## src/rtl/brcc_pkg.sv

```systemverilog
package brcc_pkg;

    localparam int OPC_W        = 16;
    localparam int SHORT_DISP_W = 8;
    localparam int LONG_DISP_W  = 16;
    localparam int SEL_LSB      = 8;
    localparam int SEL_W        = 4;

    typedef enum logic [SEL_W-1:0] {
        SEL_ALWAYS   = 4'b0000,
        SEL_NEVER    = 4'b0001,
        SEL_ABOVE    = 4'b0010,
        SEL_BELOW_EQ = 4'b0011,
        SEL_NO_CARRY = 4'b0100,
        SEL_CARRY    = 4'b0101,
        SEL_NONZERO  = 4'b0110,
        SEL_ZERO     = 4'b0111,
        SEL_NO_OVF   = 4'b1000,
        SEL_OVF      = 4'b1001,
        SEL_POS      = 4'b1010,
        SEL_NEG      = 4'b1011,
        SEL_SGE      = 4'b1100,
        SEL_SLT      = 4'b1101,
        SEL_SGT      = 4'b1110,
        SEL_SLE      = 4'b1111
    } branch_sel_e;

    typedef struct packed {
        logic x;
        logic n;
        logic z;
        logic v;
        logic c;
    } cc_flags_t;

    // Number of selector pairs: each odd code is the complement of its even mate
    localparam int PAIR_CNT = (1 << SEL_W) / 2;

    function automatic branch_sel_e sel_of(input logic [OPC_W-1:0] op);
        return branch_sel_e'(op[SEL_LSB +: SEL_W]);
    endfunction

    function automatic logic short_is_zero(input logic [OPC_W-1:0] op);
        return (op[SHORT_DISP_W-1:0] == '0);
    endfunction

endpackage

```

## src/rtl/brcc_cond_eval.sv

```systemverilog
module brcc_cond_eval
    import brcc_pkg::*;
(
    input  branch_sel_e sel,
    input  cc_flags_t   flags,
    output logic        taken
);
    localparam int PAIR_IDX_W = SEL_W - 1;

    logic [PAIR_CNT-1:0] pair_base;
    logic                sign_match;
    logic [PAIR_IDX_W-1:0] pair_idx;

    assign sign_match = ~(flags.n ^ flags.v);

    // Even-code predicate of each pair; odd code is its inverse
    always_comb begin
        pair_base    = '0;
        pair_base[0] = 1'b1;                          // always / never
        pair_base[1] = ~flags.c & ~flags.z;           // above / below-or-equal
        pair_base[2] = ~flags.c;                      // carry clear / set
        pair_base[3] = ~flags.z;                      // nonzero / zero
        pair_base[4] = ~flags.v;                      // no overflow / overflow
        pair_base[5] = ~flags.n;                      // positive / negative
        pair_base[6] = sign_match;                    // signed ge / lt
        pair_base[7] = sign_match & ~flags.z;         // signed gt / le
    end

    assign pair_idx = sel[SEL_W-1:1];
    assign taken    = pair_base[pair_idx] ^ sel[0];

endmodule

```

## src/rtl/brcc_disp_sel.sv

```systemverilog
module brcc_disp_sel
    import brcc_pkg::*;
#(
    parameter int ADDR_W = 32
) (
    input  logic [OPC_W-1:0]       op_word,
    input  logic [LONG_DISP_W-1:0] ext_word,
    output logic [ADDR_W-1:0]      disp,
    output logic                   use_long
);
    localparam int SHORT_PAD = ADDR_W - SHORT_DISP_W;
    localparam int LONG_PAD  = ADDR_W - LONG_DISP_W;

    logic [SHORT_DISP_W-1:0] short_f;
    logic [ADDR_W-1:0]       short_x;
    logic [ADDR_W-1:0]       long_x;

    assign short_f  = op_word[SHORT_DISP_W-1:0];
    assign use_long = short_is_zero(op_word);

    generate
        if (LONG_PAD > 0) begin : g_wide
            assign short_x = {{SHORT_PAD{short_f[SHORT_DISP_W-1]}}, short_f};
            assign long_x  = {{LONG_PAD{ext_word[LONG_DISP_W-1]}}, ext_word};
        end else begin : g_narrow
            assign short_x = ADDR_W'({{(LONG_DISP_W-SHORT_DISP_W){short_f[SHORT_DISP_W-1]}}, short_f});
            assign long_x  = ADDR_W'(ext_word);
        end
    endgenerate

    assign disp = use_long ? long_x : short_x;

endmodule

```

## src/rtl/brcc_target_add.sv

```systemverilog
module brcc_target_add #(
    parameter int ADDR_W  = 32,
    parameter int OP_STEP = 2
) (
    input  logic [ADDR_W-1:0] base_addr,
    input  logic [ADDR_W-1:0] disp,
    output logic [ADDR_W-1:0] dest
);
    localparam logic [ADDR_W-1:0] STEP = ADDR_W'(OP_STEP);

    logic [ADDR_W-1:0] next_addr;

    assign next_addr = base_addr + STEP;
    assign dest      = next_addr + disp;

endmodule

```

## src/rtl/brcc_unit.sv

```systemverilog
module brcc_unit
    import brcc_pkg::*;
#(
    parameter int ADDR_W = 32
) (
    input  logic [15:0]       op_word,
    input  logic [15:0]       ext_word,
    input  logic [ADDR_W-1:0] pc_addr,
    input  logic [4:0]        ccr_flags,
    output logic              take_branch,
    output logic [ADDR_W-1:0] target_addr,
    output logic              ext_used
);
    branch_sel_e       sel;
    cc_flags_t         flags;
    logic [ADDR_W-1:0] disp;

    assign sel   = sel_of(op_word);
    assign flags = cc_flags_t'(ccr_flags);

    brcc_cond_eval u_cond (
        .sel   (sel),
        .flags (flags),
        .taken (take_branch)
    );

    brcc_disp_sel #(.ADDR_W(ADDR_W)) u_disp (
        .op_word  (op_word),
        .ext_word (ext_word),
        .disp     (disp),
        .use_long (ext_used)
    );

    brcc_target_add #(.ADDR_W(ADDR_W), .OP_STEP(2)) u_add (
        .base_addr (pc_addr),
        .disp      (disp),
        .dest      (target_addr)
    );

endmodule

```

## config.mk

```make
export PLATFORM = sky130hd
export DESIGN_NAME = brcc_unit
export DESIGN_NICKNAME = d
export VERILOG_FILES = /design/src/rtl/brcc_pkg.sv /design/src/rtl/brcc_cond_eval.sv /design/src/rtl/brcc_disp_sel.sv /design/src/rtl/brcc_target_add.sv /design/src/rtl/brcc_unit.sv
export SDC_FILE = /design/constraint.sdc
export NUM_CORES = 1
export LEC_CHECK = 0
export CAP_MARGIN = 20
export CORE_MARGIN = 2
export CORE_UTILIZATION = 40
export DETAILED_ROUTE_END_ITERATION = 6
export DONT_BUFFER_PORTS = 1
export PLACE_DENSITY = 0.51
export SLEW_MARGIN = 20
export SYNTH_ARGS = -nofsm -noshare
export SYNTH_HDL_FRONTEND = slang
export SYNTH_SLANG_ARGS = --single-unit
```

## constraint.sdc

```tcl
create_clock -name vclk -period 4.7
set_input_delay 0.47 -clock vclk [all_inputs]
set_output_delay 0.47 -clock vclk [all_outputs]
set_load 0.1 [all_outputs]
```

== After elaboration in Yosys (flattened, before gate mapping) ==
Cells that the tools add are included.

* Logic and storage cells: 16
* Register bits: 0
* Output and inout bits: 34
* Input bits: 69

* Reduce and logical (&&, ||, !) cells: 1
* Bitwise logic cells: 9
* Muxes and demuxes: 3
* Add/subtract/negate cells: 2
* $lt $le $gt $ge: 1

{| class="wikitable"
|+ Operators with widths
! kind !! count
|-
| 32-bit by 2-bit adder with 32-bit output (second input constant) || 1
|-
| 32-bit adder || 1
|-
| 32-bit 2-to-1 mux || 1
|-
| 8-bit logical NOT || 1
|-
| 1-bit inverter || 5
|-
| 3-bit by 4-bit less-than comparator with 1-bit output (second input constant) || 1
|-
| 1-bit binary-select mux with 3-bit select || 1
|-
| 1-bit bitwise AND || 2
|-
| 1-bit bitwise XOR || 2
|-
| 1-bit 2-to-1 mux || 1
|}

== Depth between registers and ports, before layout ==
Gate-level depths: netlist of the first run.

* Word-level depth: 6
* Mapped depth: 16

== By module ==
From an unflattened synthesis of the first run, not the netlist that was laid out.

* Cell total of the unflattened synthesis: 304
* Area, all modules: 2404.8 um2

{| class="wikitable"
|+ By module, submodules not included
! module !! instances !! area each (um2) !! sequential area each (um2) !! cells an instance
|-
| brcc_target_add || 1 || 1956.9 || 0.0 || 247
|-
| brcc_disp_sel || 1 || 380.4 || 0.0 || 49
|-
| brcc_cond_eval || 1 || 67.6 || 0.0 || 8
|}

== Least setup slack after synthesis of the first run ==
Ideal clock, no wire load.

* Path kind: input port to output port
* From: input op_word[7]
* To: output target_addr[29]
* Stages on the path: 16
* Arrival: 5637 ps
* Required time: 4230 ps
* Setup slack: -1407 ps
* Buffers on the path: 2
* Cell sequence: buf_2 -> or4_4 -> nor2_4 -> buf_2 -> a21oi_1 -> ha_1 -> inv_1 -> ha_1 -> fa_1 -> a211oi_2 -> o21ai_2 -> a2111oi_2 -> nor2_2 -> a31oi_2 -> o21ai_1 -> xnor2_1

* Word-level cells in the longest chain between the ends: 3

{| class="wikitable"
|+ RTL lines
! item !! RTL line !! text
|-
| start, declared || brcc_unit.sv:6 || <nowiki>input logic [15:0] op_word,</nowiki>
|-
| 8-bit logical NOT || brcc_pkg.sv:44 || <nowiki>return (op[SHORT_DISP_W-1:0] == '0);</nowiki>
|-
| named net ext_used || brcc_unit.sv:12 || <nowiki>output logic ext_used</nowiki>
|-
| 32-bit 2-to-1 mux || brcc_disp_sel.sv:31 || <nowiki>assign disp = use_long ? long_x : short_x;</nowiki>
|-
| 32-bit adder || brcc_target_add.sv:14 || <nowiki>assign dest = next_addr + disp;</nowiki>
|-
| end, declared || brcc_unit.sv:11 || <nowiki>output logic [ADDR_W-1:0] target_addr,</nowiki>
|}

The timed path passes the listed nets, and every way through them passes these cells.

== Worst setup path after layout of the first run ==
* From: input op_word[3]
* To: output target_addr[24]

* Word-level cells in the longest chain between the ends: 3

{| class="wikitable"
|+ RTL lines
! item !! RTL line
|-
| 8-bit logical NOT || brcc_pkg.sv:44
|-
| 32-bit 2-to-1 mux (*) || brcc_disp_sel.sv:31
|-
| 32-bit adder (*) || brcc_target_add.sv:14
|}

Every way passes the cells marked *; elsewhere a longest branch is shown, timed or not.

==> results_dict.tcl, run 1 <==
set metrics [dict create \
    drt_iter0_drc 71 \
    fin_nets 450 \
    yosysMostFrequentCell "ha_1" \
    period_needed_ns 4.48 \
    post-dp-hpwl_um 4890 \
    fmax_mhz 223 \
    core-area_mm2 0.00544 \
    area_growth_syn_to_layout_pct 43.5 \
    pwr_density_cell_mw_per_mm2 422 \
    fp.dieH_um 78.7 \
    drv_cap 0 \
    initial_core_util_pct 41.0 \
    final_cell_area_mm2 0.00320 \
    synth_cells 289 \
    seq_cells 0 \
    setup_violations 0 \
    final.fill_count 488 \
    clock_buffers 0 \
    layout-drive-gt1-share_pct 28.1 \
    end_kind "output port" \
    ys_warn_count 0 \
    hold_ws_ns 1.21 \
    synth_area_leader_cell "ha_1" \
    p_leak_nw 1.58 \
    yosysTopAreaCellShare_pct 34.2 \
    ir_worst_vdd_mv 0.368 \
    via_count 2234 \
    portBuffers 0 \
    synthTopCellsByCount "ha_1, a21o_1, a21oi_1" \
    hold_viol 0 \
    netlist_area_mm2 0.00223 \
    cts_hold_buf 0 \
    drc_errors 0 \
    grt_overflow 0 \
    fp.dieArea_mm2 0.00619 \
    synth_fp_nets 420 \
    startpoint_type "input pin" \
    finish.utilization_pct 58.9 \
    critical_path_required_ns 4.23 \
    n_antenna_cell 0 \
    p_total_w 0.00135 \
    fin_setup_tns_ns 0 \
    synthDistinctLibCells 47 \
    min_path_type "in2out" \
    num_rows 27 \
    critPathMaxFanout 12 \
    multi_input_area_mm2 0.00248 \
    worst_pin_slew_ns 0.856 \
    slew_headroom_pct 43.0 \
    status "completed" \
    criticalPathCategory "in2out" \
    arrival_ns 4.01 \
    ant_nets 0 \
    ff_latch_area_um2 0 \
    place_area_mm2 0.00318 \
    grt_pass1_vias 2054 \
    post-route-period-util_pct 95.3 \
    grt_max_degree 13 \
    track_usage_pct 17.5 \
    avgSynthCellArea_um2 7.72 \
    antenna_found_initial 0 \
    drt_first_pass_iters 4 \
    ios 103 \
    viasPerCell 5.74 \
    grt_pass1_wl_um 9160 \
    grt_setup_unrepaired "false" \
    die_w_um 78.7 \
    drv_slew 0 \
    synth.area.top_cells "ha_1, a21o_1, xnor2_1, a21oi_1, xor2_1" \
    ys_seq_area_share_pct 0 \
    gp_congestion 0.856 \
    wl_um 5740 \
    wire_per_inst_um 14.8 \
]
==> layer usage <==
metal | vias up | global-route usage [%] | part of all wire (%)
li1 | 1137 | - | -
met1 | 1036 | 24.3 | 46
met2 | 59 | 30.7 | 49
met3 | 2 | 1.72 | 5.1
met4 | 0 | 0.702 | 0.087
met5 | - | 0 | 0
==> area by class of cell <==
class	instances	share of cell area, %
Inverter	7	0.821
Multi-Input combinational cell	270	77.6
Tap cell	72	2.81
Timing Repair Buffer	40	18.8
==> power breakdown <==
part,internal (W),switching [W],total (W)
logic,0.000460,0.000892,0.00135
registers,0,0,0
clock network,0,0,0
==> path summary, 6_finish.rpt <==
path,from,end,cells past startpoint
setup / recovery,op_word[3],target_addr[24],15
hold / removal,op_word[8],take_branch,2
==> cells in the final DEF, fill, tap and decap left out, drive strengths merged, types with 4 or more instances in the layout <==
cell type,synthesis,layout
inv,7,7
nand2,18,18
ha,61,61
xnor2,17,17
a21oi,29,29
nor2,15,15
a31oi,6,6
nand4,4,4
nand3,6,6
buf,4,40
o21ai,27,27
a21o,31,31
xor2,15,15
o21bai,4,4
==> worst max-delay path, stage by stage <==
cell      delay, ns
or4_1          0.57
nor2_4         0.17
buf_4          0.21
a21o_1         0.13
ha_1           0.23
ha_1           0.30
buf_4          0.13
o21ai_0        0.08
o21bai_1       0.14
a21oi_1        0.12
o21ai_1        0.34
a21oi_1        0.21
o21ai_0        0.50
xor2_4         0.21
buf_12         0.19
==> kinds of logic (layout without fill, tap and decap cells) <==
family	Yosys count	count (layout)	synth area share (%)
AO/OA/AOI/OAI	118	118	35.7
XOR/XNOR	32	32	12.6
adder cells (fa/ha/maj)	62	62	35.1
buffers and inverters	19	47	3.48
multiplexers	1	1	0.505
AND/OR/NAND/NOR	57	57	12.7
==> repair_timing <==
action / 4_1_cts / 5_1_grt
resized for setup: 0 / 2
setup endpoints to repair: 0 / 4
setup buffers: 0 / 2
==> per-stage QoR <==
| stage | cells | setup slack (ns) |
|---|---|---|
| 3_5_place_dp | 387 | 0.101 |
| 3_3_place_gp | 387 | 0.144 |
| 6_report | 389 | 0.221 |
| 5_1_grt | 389 | 0.00500 |
| 4_1_cts | 387 | 0.0854 |
| 2_1_floorplan | 289 | -0.117 |
Note: power is estimated with default switching activity, not from simulation.
==> inputs of run 2 (changes only) <==
--- a/config.mk
+++ b/config.mk
@@ -6,11 +6,13 @@
 export NUM_CORES = 1
 export LEC_CHECK = 0
 export CAP_MARGIN = 20
+export CELL_PAD_IN_SITES_DETAIL_PLACEMENT = 1
+export CELL_PAD_IN_SITES_GLOBAL_PLACEMENT = 2
 export CORE_MARGIN = 2
-export CORE_UTILIZATION = 40
+export CORE_UTILIZATION = 36
 export DETAILED_ROUTE_END_ITERATION = 6
 export DONT_BUFFER_PORTS = 1
-export PLACE_DENSITY = 0.51
+export PLACE_DENSITY = 0.81
 export SLEW_MARGIN = 20
 export SYNTH_ARGS = -nofsm -noshare
 export SYNTH_HDL_FRONTEND = slang
==> run 2 against run 1 <==
Die area increased by 11%. Combinational power about the same. Via count up 0.67%. Sequential share of layout area unchanged. Maximum frequency is 0.91% higher. Count of clock-buffer cells in the layout is the same. Critical path type unchanged. Critical path depth rose by 1.
==> results_dict.tcl, run 2 (same netlist as run 1, synthesis figures left out) <==
set metrics [dict create \
    grt_max_degree 13 \
    track_usage_pct 18.9 \
    final-instance-count-excl-fill 390 \
    ir_worst_vdd_mv 0.331 \
    n_antenna_cell 0 \
    fin_setup_tns_ns 0 \
    drv_slew 0 \
    ant_nets 0 \
    cp-startpoint "op_word[3]" \
    intPower_w 0.000459 \
    wire_per_inst_um 16.5 \
    area_growth_syn_to_layout_pct 43.2 \
    final.fill_count 701 \
    gp_congestion 0.891 \
    finish.utilization_pct 53.6 \
    final_cell_mix "ha_1, a21o_1, a21oi_1, buf_12, nand2_1" \
    p_switching_w 0.000895 \
    num_rows 28 \
    cpMaxStageDelayCell "or4_1" \
    worst_pin_slew_ns 0.870 \
    netSwitchingFraction_pct 66.1 \
    p_total_w 0.00135 \
    power.share.clock_pct 0 \
    p_leak_nw 1.57 \
    fp.dieH_um 82.7 \
    place_area_mm2 0.00318 \
    die_w_um 82.7 \
    criticalPathCategory "in2out" \
    critical_path_required_ns 4.23 \
    ios 103 \
    min_path_type "in2out" \
    cpLargestDelayFamily "compound AO/OA/AOI/OAI gates" \
    fp.dieArea_mm2 0.00684 \
    core-area_mm2 0.00596 \
    use_met1_pct 24.8 \
    grt_setup_unrepaired "false" \
    p_seq_share_pct 0 \
    slowest_delay_ns 0.57 \
    cts_hold_buf 0 \
    post-route-period-util_pct 94.4 \
    drt_iter0_drc 64 \
    viasPerCell 5.77 \
    period_needed_ns 4.44 \
    grtUsageMet3_pct 1.52 \
    drc_errors 0 \
    post-dp-hpwl_um 5790 \
    dp.cells 389 \
    clock_buffers 0 \
    seq_cells 0 \
    setup_violations 0 \
    cp_cell_sequence "or4_1 > nor2_4 > a21oi_1 > ha_1 > inv_1 > ha_2 > fa_2 > a211oi_2 > o21ai_2 > a2111oi_2 > nor2_2 > a31oi_4 > buf_4 > o21ai_4 > xor2_4 > buf_12" \
    grt_overflow 0 \
    fmax_mhz 225 \
    startpoint_type "input pin" \
    p_comb_share_pct 100.0 \
    antenna_found_initial 0 \
    wl_um 6440 \
    critPathMaxFanout 6 \
    drt_first_pass_iters 4 \
    hold_viol 0 \
    grt_pass1_wl_um 10300 \
    status "completed" \
    fin_nets 448 \
    hp-start "op_word[8]" \
    via_count 2249 \
    arrival_ns 3.97 \
    grt_pass1_vias 2259 \
    end_kind "output port" \
    portBuffers 0 \
    slew_headroom_pct 42.1 \
    grtUsageMet2_pct 35.7 \
    mostFrequentLayoutCell "ha_1" \
    drv_cap 0 \
    ff_latch_area_um2 0 \
    final_cell_area_mm2 0.00319 \
    pwr_density_cell_mw_per_mm2 424 \
    layout-drive-gt1-share_pct 27.9 \
    grt.busiest_layer "met2" \
    initial_core_util_pct 37.5 \
    crit_buf_inv 3 \
]
run 2: cell types whose count changed in the layout (fill, tap and decap cells not counted):
cell     change
buf_4        -2
a21oi_2      +1
a21oi_1      -1
o21ai_0      -2
o21ai_1      +2
run 2: cell type report:
class	instances	area, um2	share of cell area (%)
repair buffers	38	586	18.3
multi-input cells	270	2490	77.9
inverters	7	26.3	0.823
well taps	75	93.8	2.94
run 2: worst paths after layout:
path	endpoint	slack (ns)	cells past startpoint
setup / recovery	target_addr[31]	0.26	16
hold / removal	take_branch	1.21	2
run 2: power by group through the flow:
| stage | Combinational [W] | Clock, W | Sequential, W |
|---|---|---|---|
| floorplan | 0.000964 | 0 | 0 |
| global placement | 0.00134 | 0 | 0 |
| detailed placement | 0.00136 | 0 | 0 |
| CTS | 0.00136 | 0 | 0 |
| global route | 0.00142 | 0 | 0 |
| finish | 0.00135 | 0 | 0 |
run 2: stage by stage:
| stage | worst slack (ns) | hold WS (ns) |
|---|---|---|
| after floorplan | -0.117 | 1.26 |
| after global placement | 0.140 | 1.21 |
| after detailed placement | 0.0871 | 1.21 |
| after CTS | 0.0648 | 1.21 |
| after global routing | 0.0349 | 1.22 |
| final | 0.261 | 1.21 |
run 2: routing by layer:
metal	routed length, um	up-vias
met2	3290	66
met1	2750	1048
met5	0	-
met3	393	0
met4	0	0
li1	-	1135
run 2: timing repair:
action / CTS / global route
setup endpoints to repair: 0 / 5
gates resized for setup: 0 / 5
buffers inserted: 0 / 1
==> inputs of run 3 (changes only) <==
--- a/config.mk
+++ b/config.mk
@@ -12,7 +12,7 @@
 export CORE_UTILIZATION = 36
 export DETAILED_ROUTE_END_ITERATION = 6
 export DONT_BUFFER_PORTS = 1
-export PLACE_DENSITY = 0.81
+export PLACE_DENSITY_LB_ADDON = 0.1
 export SLEW_MARGIN = 20
 export SYNTH_ARGS = -nofsm -noshare
 export SYNTH_HDL_FRONTEND = slang
==> run 3 against run 2 <==
Non-clock buffer count increased by 1. Worst setup slack worse by 0.065 ns. Sequential share of layout area unchanged. Power shrank 0.64%. Wire length rose by 1.0%. Highest routed layer is now met4.
==> results_dict.tcl, run 3 (same netlist as run 1, synthesis figures left out) <==
set metrics [dict create \
    status "completed" \
    viasPerCell 5.69 \
    area_growth_syn_to_layout_pct 42.9 \
    fin_setup_tns_ns 0 \
    period_needed_ns 4.50 \
    critPathMaxFanout 8 \
    die_w_um 82.7 \
    grt_pass1_wl_um 10500 \
    end_kind "output port" \
    clock_buffers 0 \
    grt_pass1_vias 2246 \
    grt_overflow 0 \
    drv_slew 0 \
    antenna_found_initial 0 \
    power.share.clock_pct 0 \
    arrival_ns 4.03 \
    post-dp-hpwl_um 5820 \
    post-route-period-util_pct 95.8 \
    slew_headroom_pct 43.0 \
    drt_first_pass_iters 4 \
    ant_nets 0 \
    core-area_mm2 0.00596 \
    ff_latch_area_um2 0 \
    n_antenna_cell 0 \
    gp_congestion 0.850 \
    intPower_w 0.000452 \
    grt_max_degree 11 \
    drc_errors 0 \
    seq_cells 0 \
    fp.dieH_um 82.7 \
    p_leak_nw 1.57 \
    track_usage_pct 19.0 \
    pwr_density_cell_mw_per_mm2 422 \
    min_path_type "in2out" \
    netSwitchingFraction_pct 66.4 \
    criticalPathCategory "in2out" \
    layout-drive-gt1-share_pct 27.8 \
    wire_per_inst_um 16.6 \
    fp.dieArea_mm2 0.00684 \
    fin_nets 449 \
    startpoint_type "input pin" \
    wl_um 6510 \
    p_comb_share_pct 100.0 \
    ios 103 \
    worst_pin_slew_ns 0.856 \
    drt_iter0_drc 39 \
    critical_path_required_ns 4.23 \
    portBuffers 0 \
    p_total_w 0.00135 \
    fmax_mhz 222 \
    final_cell_area_mm2 0.00319 \
    cts_hold_buf 0 \
    final-instance-count-excl-fill 391 \
    place_area_mm2 0.00316 \
    p_switching_w 0.000893 \
    p_seq_share_pct 0 \
    finish.utilization_pct 53.5 \
    drv_cap 0 \
    setup_violations 0 \
    via_count 2224 \
    hold_viol 0 \
    num_rows 28 \
    dp.cells 389 \
    initial_core_util_pct 37.5 \
    final_cell_mix "ha_1, a21o_1, a21oi_1, buf_12, nand2_1" \
    ir_worst_vdd_mv 0.307 \
    mostFrequentLayoutCell "ha_1" \
]
run 3: cell types whose count changed in the layout (fill, tap and decap cells not counted):
cell     change
buf_4        +2
a21o_2       -1
buf_12       -1
a21o_1       +1
a21oi_1      +1
o21ai_1      -1
o21ai_2      +1
a21oi_2      -1
run 3: path summary, 6_finish.rpt:
path / startpoint / end / slack (ns) / cells past startpoint
min: op_word[8] / take_branch / 1.21 / 2
max: op_word[3] / target_addr[31] / 0.20 / 13
run 3: critical path: stages:
cell	delay, ns
or4_1	0.57
nor2_4	0.16
a21o_1	0.36
buf_4	0.24
ha_1	0.24
ha_1	0.49
inv_1	0.13
nor3_1	0.48
a31oi_4	0.16
buf_4	0.17
o21ai_4	0.16
xor2_4	0.19
buf_12	0.19
run 3: area by class of cell:
type | instances | area, um2
timing repair buffer | 39 | 581
tap | 75 | 93.8
inverter | 7 | 26.3
fill | 690 | 2770
multi-input combinational | 270 | 2490
run 3: power by group through the flow:
stage / logic, W / registers [W] / clock network [W]
final: 0.00135 / 0 / 0
after global placement: 0.00134 / 0 / 0
after global routing: 0.00141 / 0 / 0
after detailed placement: 0.00135 / 0 / 0
after CTS: 0.00135 / 0 / 0
after floorplan: 0.000964 / 0 / 0
run 3: metal layers:
layer  share of wire, %  GRT usage [%]  vias to the layer above  routed length, um
li1                   -              -                     1136                  -
met3                4.2           1.85                        2                273
met1                 44           25.2                     1039               2890
met4               0.22           1.48                        0                 14
met2                 51           34.4                       47               3330
met5                  0              0                        -                  0
run 3: repair_timing:
item / CTS / global route
gates resized for setup: 0 / 4
buffers inserted: 0 / 2
endpoints found under the setup margin: 0 / 5
run 3: through the flow:
step                      setup slack, ns  hold WS [ns]
after floorplan                    -0.117          1.26
after global placement              0.156          1.21
after detailed placement           0.0929          1.21
after CTS                          0.0798          1.21
after global routing              -0.0103          1.22
final                               0.197          1.21
